<file path="config.mk">
export PLATFORM = sky130hd
export DESIGN_NAME = brkpt_watch
export DESIGN_NICKNAME = d
export VERILOG_FILES = /design/src/rtl/brkpt_pkg.sv /design/src/rtl/brkpt_cmp.sv /design/src/rtl/brkpt_unit.sv /design/src/rtl/brkpt_watch.sv
export SDC_FILE = /design/constraint.sdc
export NUM_CORES = 1
export LEC_CHECK = 0
export CAP_MARGIN = 15
export CORE_MARGIN = 4
export CORE_UTILIZATION = 58
export CTS_CLUSTER_SIZE = 40
export DETAILED_ROUTE_END_ITERATION = 12
export PLACE_DENSITY = 0.81
export SETUP_SLACK_MARGIN = 0.5
export SYNTH_ARGS = -nofsm -noshare
export SYNTH_HDL_FRONTEND = slang
export SYNTH_SLANG_ARGS = --single-unit
</file>
<file path="constraint.sdc">
create_clock -name clk_i -period 2.6 [get_ports clk_i]
set_input_delay 0.52 -clock clk_i [delete_from_list [all_inputs] [get_ports clk_i]]
set_output_delay 0.52 -clock clk_i [all_outputs]
set_load 0.01 [all_outputs]
</file>
<file path="src/rtl/brkpt_pkg.sv">
package brkpt_pkg;

  // control word bit positions
  localparam int unsigned CB_RD    = 0;
  localparam int unsigned CB_WR    = 1;
  localparam int unsigned CB_EN    = 2;
  localparam int unsigned CB_FETCH = 3;
  localparam int unsigned CB_RANGE = 4;
  localparam int unsigned CTRL_W   = 5;

  typedef enum logic [1:0] {
    REG_CTRL = 2'd0,
    REG_LO   = 2'd1,
    REG_HI   = 2'd2,
    REG_ACK  = 2'd3
  } brk_reg_e;

  typedef struct packed {
    logic range_sel;
    logic fetch_en;
    logic unit_en;
    logic wr_en;
    logic rd_en;
  } brk_ctrl_t;

endpackage

</file>
<file path="src/rtl/brkpt_cmp.sv">
module brkpt_cmp #(
  parameter int unsigned ADDR_W   = 16,
  parameter bit          RANGE_EN = 1'b1
) (
  input  logic [ADDR_W-1:0] addr_i,
  input  logic [ADDR_W-1:0] lo_i,
  input  logic [ADDR_W-1:0] hi_i,
  input  logic              range_sel_i,
  output logic              hit_o
);

  logic point_hit;
  assign point_hit = (addr_i == lo_i) || (addr_i == hi_i);

  generate
    if (RANGE_EN) begin : g_range
      logic in_win;
      assign in_win = (addr_i >= lo_i) && (addr_i <= hi_i);
      assign hit_o  = range_sel_i ? in_win : point_hit;
    end else begin : g_point
      logic unused_sel;
      assign unused_sel = range_sel_i;
      assign hit_o      = point_hit;
    end
  endgenerate

endmodule

</file>
<file path="src/rtl/brkpt_unit.sv">
module brkpt_unit
  import brkpt_pkg::*;
#(
  parameter int unsigned ADDR_W   = 16,
  parameter bit          RANGE_EN = 1'b1
) (
  input  logic              clk_i,
  input  logic              rst_ni,
  input  logic              sel_i,
  input  logic [1:0]        reg_i,
  input  logic [ADDR_W-1:0] wdata_i,
  input  logic [ADDR_W-1:0] fetch_addr_i,
  input  logic              fetch_vld_i,
  input  logic [ADDR_W-1:0] mem_addr_i,
  input  logic              mem_rd_i,
  input  logic              mem_wr_i,
  output logic              hit_o,
  output logic              pend_o
);

  brk_ctrl_t         ctrl_q;
  logic [ADDR_W-1:0] lo_q, hi_q;
  logic              pend_q;
  brk_reg_e          reg_sel;

  assign reg_sel = brk_reg_e'(reg_i);

  always_ff @(posedge clk_i or negedge rst_ni) begin
    if (!rst_ni) begin
      ctrl_q <= '0;
      lo_q   <= '0;
      hi_q   <= '0;
    end else if (sel_i) begin
      case (reg_sel)
        REG_CTRL: ctrl_q <= brk_ctrl_t'(wdata_i[CTRL_W-1:0]);
        REG_LO:   lo_q   <= wdata_i;
        REG_HI:   hi_q   <= wdata_i;
        default:  ;
      endcase
    end
  end

  logic fetch_cmp, mem_cmp;

  brkpt_cmp #(.ADDR_W(ADDR_W), .RANGE_EN(RANGE_EN)) u_cmp_fetch (
    .addr_i      (fetch_addr_i),
    .lo_i        (lo_q),
    .hi_i        (hi_q),
    .range_sel_i (ctrl_q.range_sel),
    .hit_o       (fetch_cmp)
  );

  brkpt_cmp #(.ADDR_W(ADDR_W), .RANGE_EN(RANGE_EN)) u_cmp_mem (
    .addr_i      (mem_addr_i),
    .lo_i        (lo_q),
    .hi_i        (hi_q),
    .range_sel_i (ctrl_q.range_sel),
    .hit_o       (mem_cmp)
  );

  logic fetch_hit, rd_hit, wr_hit;
  assign fetch_hit = ctrl_q.fetch_en && fetch_vld_i && fetch_cmp;
  assign rd_hit    = ctrl_q.rd_en    && mem_rd_i    && mem_cmp;
  assign wr_hit    = ctrl_q.wr_en    && mem_wr_i    && mem_cmp;
  assign hit_o     = ctrl_q.unit_en && (fetch_hit || rd_hit || wr_hit);

  logic ack;
  assign ack = sel_i && (reg_sel == REG_ACK) && wdata_i[0];

  // set has priority over acknowledge
  always_ff @(posedge clk_i or negedge rst_ni) begin
    if (!rst_ni)    pend_q <= 1'b0;
    else if (hit_o) pend_q <= 1'b1;
    else if (ack)   pend_q <= 1'b0;
  end

  assign pend_o = pend_q;

endmodule

</file>
<file path="src/rtl/brkpt_watch.sv">
module brkpt_watch #(
  parameter int unsigned NUM_UNITS = 2,
  parameter int unsigned ADDR_W    = 16,
  parameter bit          RANGE_EN  = 1'b1,
  localparam int unsigned UNIT_W   = (NUM_UNITS > 1) ? $clog2(NUM_UNITS) : 1
) (
  input  logic                 clk_i,
  input  logic                 rst_ni,
  input  logic [ADDR_W-1:0]    fetch_addr_i,
  input  logic                 fetch_vld_i,
  input  logic [ADDR_W-1:0]    mem_addr_i,
  input  logic                 mem_rd_i,
  input  logic                 mem_wr_i,
  input  logic                 cfg_we_i,
  input  logic [UNIT_W-1:0]    cfg_unit_i,
  input  logic [1:0]           cfg_reg_i,
  input  logic [ADDR_W-1:0]    cfg_wdata_i,
  output logic                 halt_req_o,
  output logic [NUM_UNITS-1:0] hit_pend_o
);

  logic [NUM_UNITS-1:0] hit_vec;

  for (genvar k = 0; k < NUM_UNITS; k++) begin : g_unit
    logic sel;
    assign sel = cfg_we_i && (cfg_unit_i == UNIT_W'(k));

    brkpt_unit #(.ADDR_W(ADDR_W), .RANGE_EN(RANGE_EN)) u_unit (
      .clk_i        (clk_i),
      .rst_ni       (rst_ni),
      .sel_i        (sel),
      .reg_i        (cfg_reg_i),
      .wdata_i      (cfg_wdata_i),
      .fetch_addr_i (fetch_addr_i),
      .fetch_vld_i  (fetch_vld_i),
      .mem_addr_i   (mem_addr_i),
      .mem_rd_i     (mem_rd_i),
      .mem_wr_i     (mem_wr_i),
      .hit_o        (hit_vec[k]),
      .pend_o       (hit_pend_o[k])
    );
  end

  logic halt_q;
  always_ff @(posedge clk_i or negedge rst_ni) begin
    if (!rst_ni) halt_q <= 1'b0;
    else         halt_q <= |hit_vec;
  end

  assign halt_req_o = halt_q;

endmodule

</file>
==> impl_metrics.yaml, run 1 <==
global_routing:
  grt_pass1_wl_mm: 27.6
  grt_pass1_vias: 5479
  antenna_found_initial: 0
  grt_use_total_pct: 31.1
  grt_remaining_overflow: 0
  grt_max_degree: 39
synthesis:
  syn_nets: 790
  yosysSeqAreaShare_pct: 32.7
  yosys.area.top_type_share_pct: 32.7
  synth.cell_area_um2: 5890
  synthFlopType: "dfrtp_1"
  syn_avg_cell_area_um2: 9.73
  ys_ff_latch: 77
  ys_warn_count: 0
  ys_top_cells_by_area: "dfrtp_1 (33%), ha_1 (27%), mux2_2 (6.9%)"
  synthCells: 605
  synth-async-reset-ratio_pct: 100
  yosys.cell_types.count: 47
  synth_top_area_cell: "dfrtp_1"
  synth-edff-count: 0
clock_network:
  cts_root_buf: "clkbuf_8"
  htreeDepth: 3
  cts_sinks: 77
  cts_tree: "yes"
  cts_buffers: 9
  cts_hold_buf: 0
  insertion_delay_ns: 0.37
  clk_pin_slew_ns: 0.09
  cts_buffer_depth: 2
power:
  p_per_area_nw_per_um2: 624
  p_leak_uw: 0.00360
  total_power_uw: 4830
  peakVddDrop_uv: 439
routing:
  vias: 5304
  final_antenna_net_count: 0
  routed_wl_mm: 17.9
  first_iter_violations: 303
  wl_per_cell_um: 20.5
  vias_per_cell: 6.08
  drtPass1Iterations: 5
  drc_errors: 0
worst_setup_path:
  crit_path_end_kind: "flip-flop"
  critPathLaunchType: "flip-flop"
  worstSetupPathType: "reg -> reg"
  critPathArrivalTime_ns: 2.64
  worstPathMaxFanout: 3
  crit_required_ns: 2.91
sta:
  worst_pin_slew_ns: 0.526
  relSlewSlack_pct: 64.9
  period_minus_slack_ns: 2.33
  setup_viol: 0
  slew_violations: 0
  clock_skew_ns: 0.0124
  hold_viol: 0
  fmax_mhz: 430
  rsz0062_at_grt: "yes"
  period_share_pct: 89.5
floorplanning:
  boundaryPins: 60
  die_y_um: 109
  chipWidth_um: 109
  core_area_um2: 9820
  design.die.area_um2: 11800
  initial_core_util_pct: 60.0
  rows: 36
cells_and_area:
  drive_above_1_share_pct: 26.2
  fin_area_um2: 7740
  diodes: 0
  fillCellCount: 694
  ff_latch_area_um2: 1930
  area_delta_synth_final_pct: 31.5
  nets: 920
  multi_input_area_um2: 4090
flow_run:
  drv_cap: 0
min_path:
  hp-class: "in -> async"
status:
  status: "finished, final reports clean"
place:
  hpwl_mm: 13.8
  gp_congestion: 1.01
  port_buffers: 59
  placedInstanceArea_um2: 7070
metrics by stage:
step	worst slack [ns]	cells	TNS, ns	hold slack, ns	util, %
after detailed placement	-0.442	844	-1.06	0.482	72.0
final	0.272	873	0	0.109	78.8
after CTS	0.311	867	0	0.120	77.1
after global routing	0.156	873	0	0.139	78.8
after global placement	-0.385	844	-0.906	0.475	72.0
after floorplan	0.500	605	0	0.224	-
layout make-up:
class / count / share of cell area [%]
tap: 133 / 2.15
inverter: 67 / 3.25
sequential: 77 / 24.9
clock buffer: 10 / 1.65
clock inverter: 6 / 1.23
multi-input combinational: 451 / 52.8
timing repair buffer: 129 / 14.1
cells in the final DEF (no fill, tap or decap), types with 7 or more instances in the layout:
cell | Yosys | layout
buf_4 | 2 | 60
buf_6 | 0 | 10
clkbuf_2 | 0 | 10
ha_4 | 0 | 21
o211ai_1 | 9 | 9
inv_1 | 67 | 56
mux2_1 | 7 | 7
ha_1 | 128 | 107
a21oi_1 | 48 | 45
o21ai_0 | 39 | 38
nand3_1 | 10 | 10
clkbuf_8 | 0 | 9
nand2_1 | 57 | 57
a21o_1 | 10 | 10
dfrtp_1 | 77 | 77
o21ai_1 | 7 | 7
nor2b_1 | 9 | 9
clkdlybuf4s50_1 | 0 | 26
mux2_2 | 36 | 36
inv_2 | 0 | 11
nor2_1 | 9 | 9
dlygate4sd2_1 | 0 | 16
nand4_1 | 23 | 23
cells by family (layout without fill, tap and decap cells):
group	count (synthesis)	count (layout)	synth area share, %
AO/OA/AOI/OAI	136	136	13.9
multiplexers	43	43	8.22
AND/OR/NAND/NOR	144	144	12.9
adder cells (fa/ha/maj)	128	128	27.2
flip-flops	77	77	32.7
buffers and inverters	77	212	5.04
routing by layer:
| metal | global-route usage (%) | routed length (um) | vias to the layer above |
|---|---|---|---|
| met2 | 50.8 | 8420 | 198 |
| met5 | 0 | 0 | - |
| met1 | 40.2 | 7680 | 2574 |
| met3 | 5.45 | 1120 | 54 |
| met4 | 14.5 | 656 | 0 |
| li1 | - | - | 2478 |
power breakdown:
group,switching (uW),internal [uW],total [uW]
Sequential,154,1460,1610
Combinational,1170,1010,2180
Clock,483,551,1030
state kept, by name (all words and copies together) (netlist names):
| register | cells |
|---|---|
| g_unit.u_unit.hi_q | 32 |
| g_unit.u_unit.pend_o | 2 |
| g_unit.u_unit.lo_q | 32 |
| g_unit.u_unit.ctrl_q | 10 |
| halt_req_o | 1 |
worst max-delay path, cell delays in order (launching register included):
cell and delay [ns]:
dfrtp_1 0.36, inv_1 0.13, ha_1 0.28, a21oi_1 0.19, nand2_1 0.12, a2111oi_2 0.49, o211ai_1 0.20, a221oi_2 0.30
o21ai_2 0.12, nand2_1 0.08
repair_timing:
item	CTS	global route
pin swaps	29	27
setup endpoints to repair	3	3
gates resized for setup	85	45
setup buffers	7	6
synth_stat cells (2+ instances only):
cell / count
nor3_1: 6
nand4_1: 23
and4_1: 2
a21o_1: 10
nor2_1: 9
mux2_2: 36
a31oi_1: 2
or4_1: 5
nor4_1: 3
o21a_1: 2
ha_1: 128
nand2_1: 57
nand3_1: 10
inv_1: 67
buf_4: 2
nand2b_1: 7
a2111o_1: 2
nand4b_1: 2
nor2b_1: 9
o21ai_1: 7
a21oi_1: 48
mux2_1: 7
a2111oi_0: 5
o211ai_1: 9
nor3b_1: 3
nand3b_1: 2
dfrtp_1: 77
o21ai_0: 39
clkbuf_1: 8
path summary, 6_finish.rpt:
check	startpoint	endpoint	slack (ns)	cells past startpoint
max in group asynchronous	rst_ni	g_unit[1].u_unit.pend_o	1.78	2
max reg2reg	g_unit[0].u_unit.hi_q[14]	halt_req_o	0.27	9
max	g_unit[0].u_unit.hi_q[14]	halt_req_o	0.27	9
min reg2reg	g_unit[1].u_unit.hi_q[4]	g_unit[1].u_unit.hi_q[4]	0.50	1
min	rst_ni	g_unit[1].u_unit.hi_q[10]	0.11	1
min in group clk_i	g_unit[1].u_unit.hi_q[4]	g_unit[1].u_unit.hi_q[4]	0.50	1
Power figures use the tool's default switching activity.
==> run 2, diff against run 1 <==
clock period = 2.2 ns   (was 2.6 ns; I/O delays follow)
==> run 2 against run 1 <==
Clock skew shrank 0.0053 ns. The flow now finishes with violations (negative setup slack). Sequential share of layout area shrank 0.55 points. Critical path type unchanged. First-iteration DRC count grew 13%. Global-route usage grew 1.4 points. Combinational power grew 24%. Wire length grew 3.3%. Cell area grew 2.2%. Utilization grew 1.8 points. Critical endpoint is now g_unit[0].u_unit.pend_o.
==> impl_metrics.yaml, run 2 (synthesis gave the netlist of run 1 again) <==
status:
  status: "complete, but fails checks"
  violations: "negative setup slack"
cells_and_area:
  nets: 923
  area_delta_synth_final_pct: 34.4
  final_common_cell: "ha_1"
  finalNonFillerCells: 875
  layout_common_cells: "ha_1 (93), dfrtp_1 (77), buf_4 (70), nand2_1 (57), inv_1 (53)"
  drive_above_1_share_pct: 28.6
  diodes: 0
  fin_area_um2: 7920
  reg_top3: "g_unit.u_unit.hi_q: 32 flops, g_unit.u_unit.lo_q: 32 flops, g_unit.u_unit.ctrl_q: 10 flops"
sta:
  holdWs_ns: 0.495
  fin_ws_ns: -0.00483
  worst_pin_slew_ns: 0.533
  rsz0062_at_grt: "yes"
  relSlewSlack_pct: 64.5
  fmax_mhz: 454
  slew_violations: 0
  period_share_pct: 100
  clock_skew_ns: 0.00709
  period_minus_slack_ns: 2.20
  hold_viol: 0
  setup_viol: 1
worst_setup_path:
  crit_path_end_kind: "flip-flop"
  reg2reg_from: "g_unit[0].u_unit.lo_q[9]"
  worstSetupPathType: "reg -> reg"
  worstPathMaxFanout: 3
  critPathLaunchType: "flip-flop"
  r2r_slack_ns: -0.005
  crit_required_ns: 2.50
  reg2reg_depth: 8
  r2r-end: "g_unit[0].u_unit.pend_o"
  critPathArrivalTime_ns: 2.51
min_path:
  min_to: "g_unit[1].u_unit.hi_q[2]"
  whs_path_depth: 1
  worstHoldStart: "g_unit[1].u_unit.hi_q[2]"
  hp-class: "reg -> reg"
floorplanning:
  core_area_um2: 9820
  initial_core_util_pct: 60.0
  boundaryPins: 60
  chipWidth_um: 109
  rows: 36
  design.die.area_um2: 11800
  die_y_um: 109
place:
  port_buffers: 59
  post-place-cells: 856
  hpwl_mm: 14.1
  gp_congestion: 0.997
  placedInstanceArea_um2: 7280
global_routing:
  grt_pass1_wl_mm: 28.9
  grt_pass1_vias: 5650
  grt_max_degree: 51
  grt_remaining_overflow: 0
  grt_use_total_pct: 32.5
  antenna_found_initial: 0
clock_network:
  cts_root_buf: "clkbuf_8"
  htreeDepth: 3
  cts_sinks: 77
  cts_buffer_depth: 2
  cts_buffers: 9
  clk_pin_slew_ns: 0.08
  cts_tree: "yes"
  insertion_delay_ns: 0.36
power:
  p_leak_uw: 0.00361
  total_power_uw: 5750
  peakVddDrop_uv: 449
  p_per_area_nw_per_um2: 726
routing:
  drtPass1Iterations: 7
  vias_per_cell: 6.09
  final_antenna_net_count: 0
  drc_errors: 0
  wl_per_cell_um: 21.1
  routed_wl_mm: 18.5
  first_iter_violations: 341
  vias: 5325
flow_run:
  drv_cap: 0
run 2: cell types whose count changed in the layout (fill, tap and decap cells not counted), moves of 6 or more:
cell / change
ha_1: -14
ha_4: +14
buf_4: +10
buf_6: -8
clkbuf_2: -6
dlygate4sd2_1: +6
run 2: cell type report:
cell class | instances | area (um2)
clock buffer | 11 | 151
fill | 656 | 1900
multi-input combinational | 451 | 4260
tap | 133 | 166
inverter | 67 | 251
timing repair buffer | 132 | 1110
clock inverter | 4 | 55.1
sequential | 77 | 1930
run 2: report_power, final:
group / switching [uW] / internal (uW) / total (uW)
Combinational: 1440 / 1260 / 2700
Sequential: 180 / 1730 / 1910
Clock: 554 / 586 / 1140
run 2: how the worst max path moves through the flow:
stage                                  start                       to  slack [ns]  cells after the start
CTS                 g_unit[0].u_unit.lo_q[9]               halt_req_o        0.02                      8
floorplan                     mem_addr_i[11]               halt_req_o        0.21                      8
detailed placement            mem_addr_i[11]               halt_req_o       -0.66                      9
global placement              mem_addr_i[14]  g_unit[0].u_unit.pend_o       -0.65                      9
finish              g_unit[0].u_unit.lo_q[9]  g_unit[0].u_unit.pend_o      -0.005                      8
global route        g_unit[0].u_unit.hi_q[9]  g_unit[0].u_unit.pend_o       -0.12                      9
run 2: critical path, cell delays in order (launching register included):
cell and delay, ns:
dfrtp_1 0.35, inv_2 0.08, ha_4 0.27, nand4_1 0.16, or4_4 0.53, o32a_1 0.36, a211oi_2 0.20, o21ai_2 0.11
nand2_1 0.07
run 2: per-layer routing:
layer	GRT usage, %	share of wire (%)	vias to the layer above
met3	6.22	6.3	63
met1	39.2	41	2565
met2	55.4	48	222
li1	-	-	2475
met4	16.4	4.6	0
met5	0	0	-
run 2: through the flow:
step,setup TNS (ns),util [%],setup slack (ns)
detailed placement,-1.96,74.2,-0.664
global route,-0.251,80.6,-0.117
finish,-0.00483,80.6,-0.00483
global placement,-1.91,74.2,-0.645
CTS,0,79.5,0.0174
floorplan,0,-,0.214
run 2: timing repair:
action / in CTS / in global routing
pin swaps: 31 / 18
endpoints found under the setup margin: 6 / 19
resized for setup: 101 / 32
endpoints found under the hold margin: 27 / 0
hold buffers: 1 / 0
setup buffers: 3 / 0
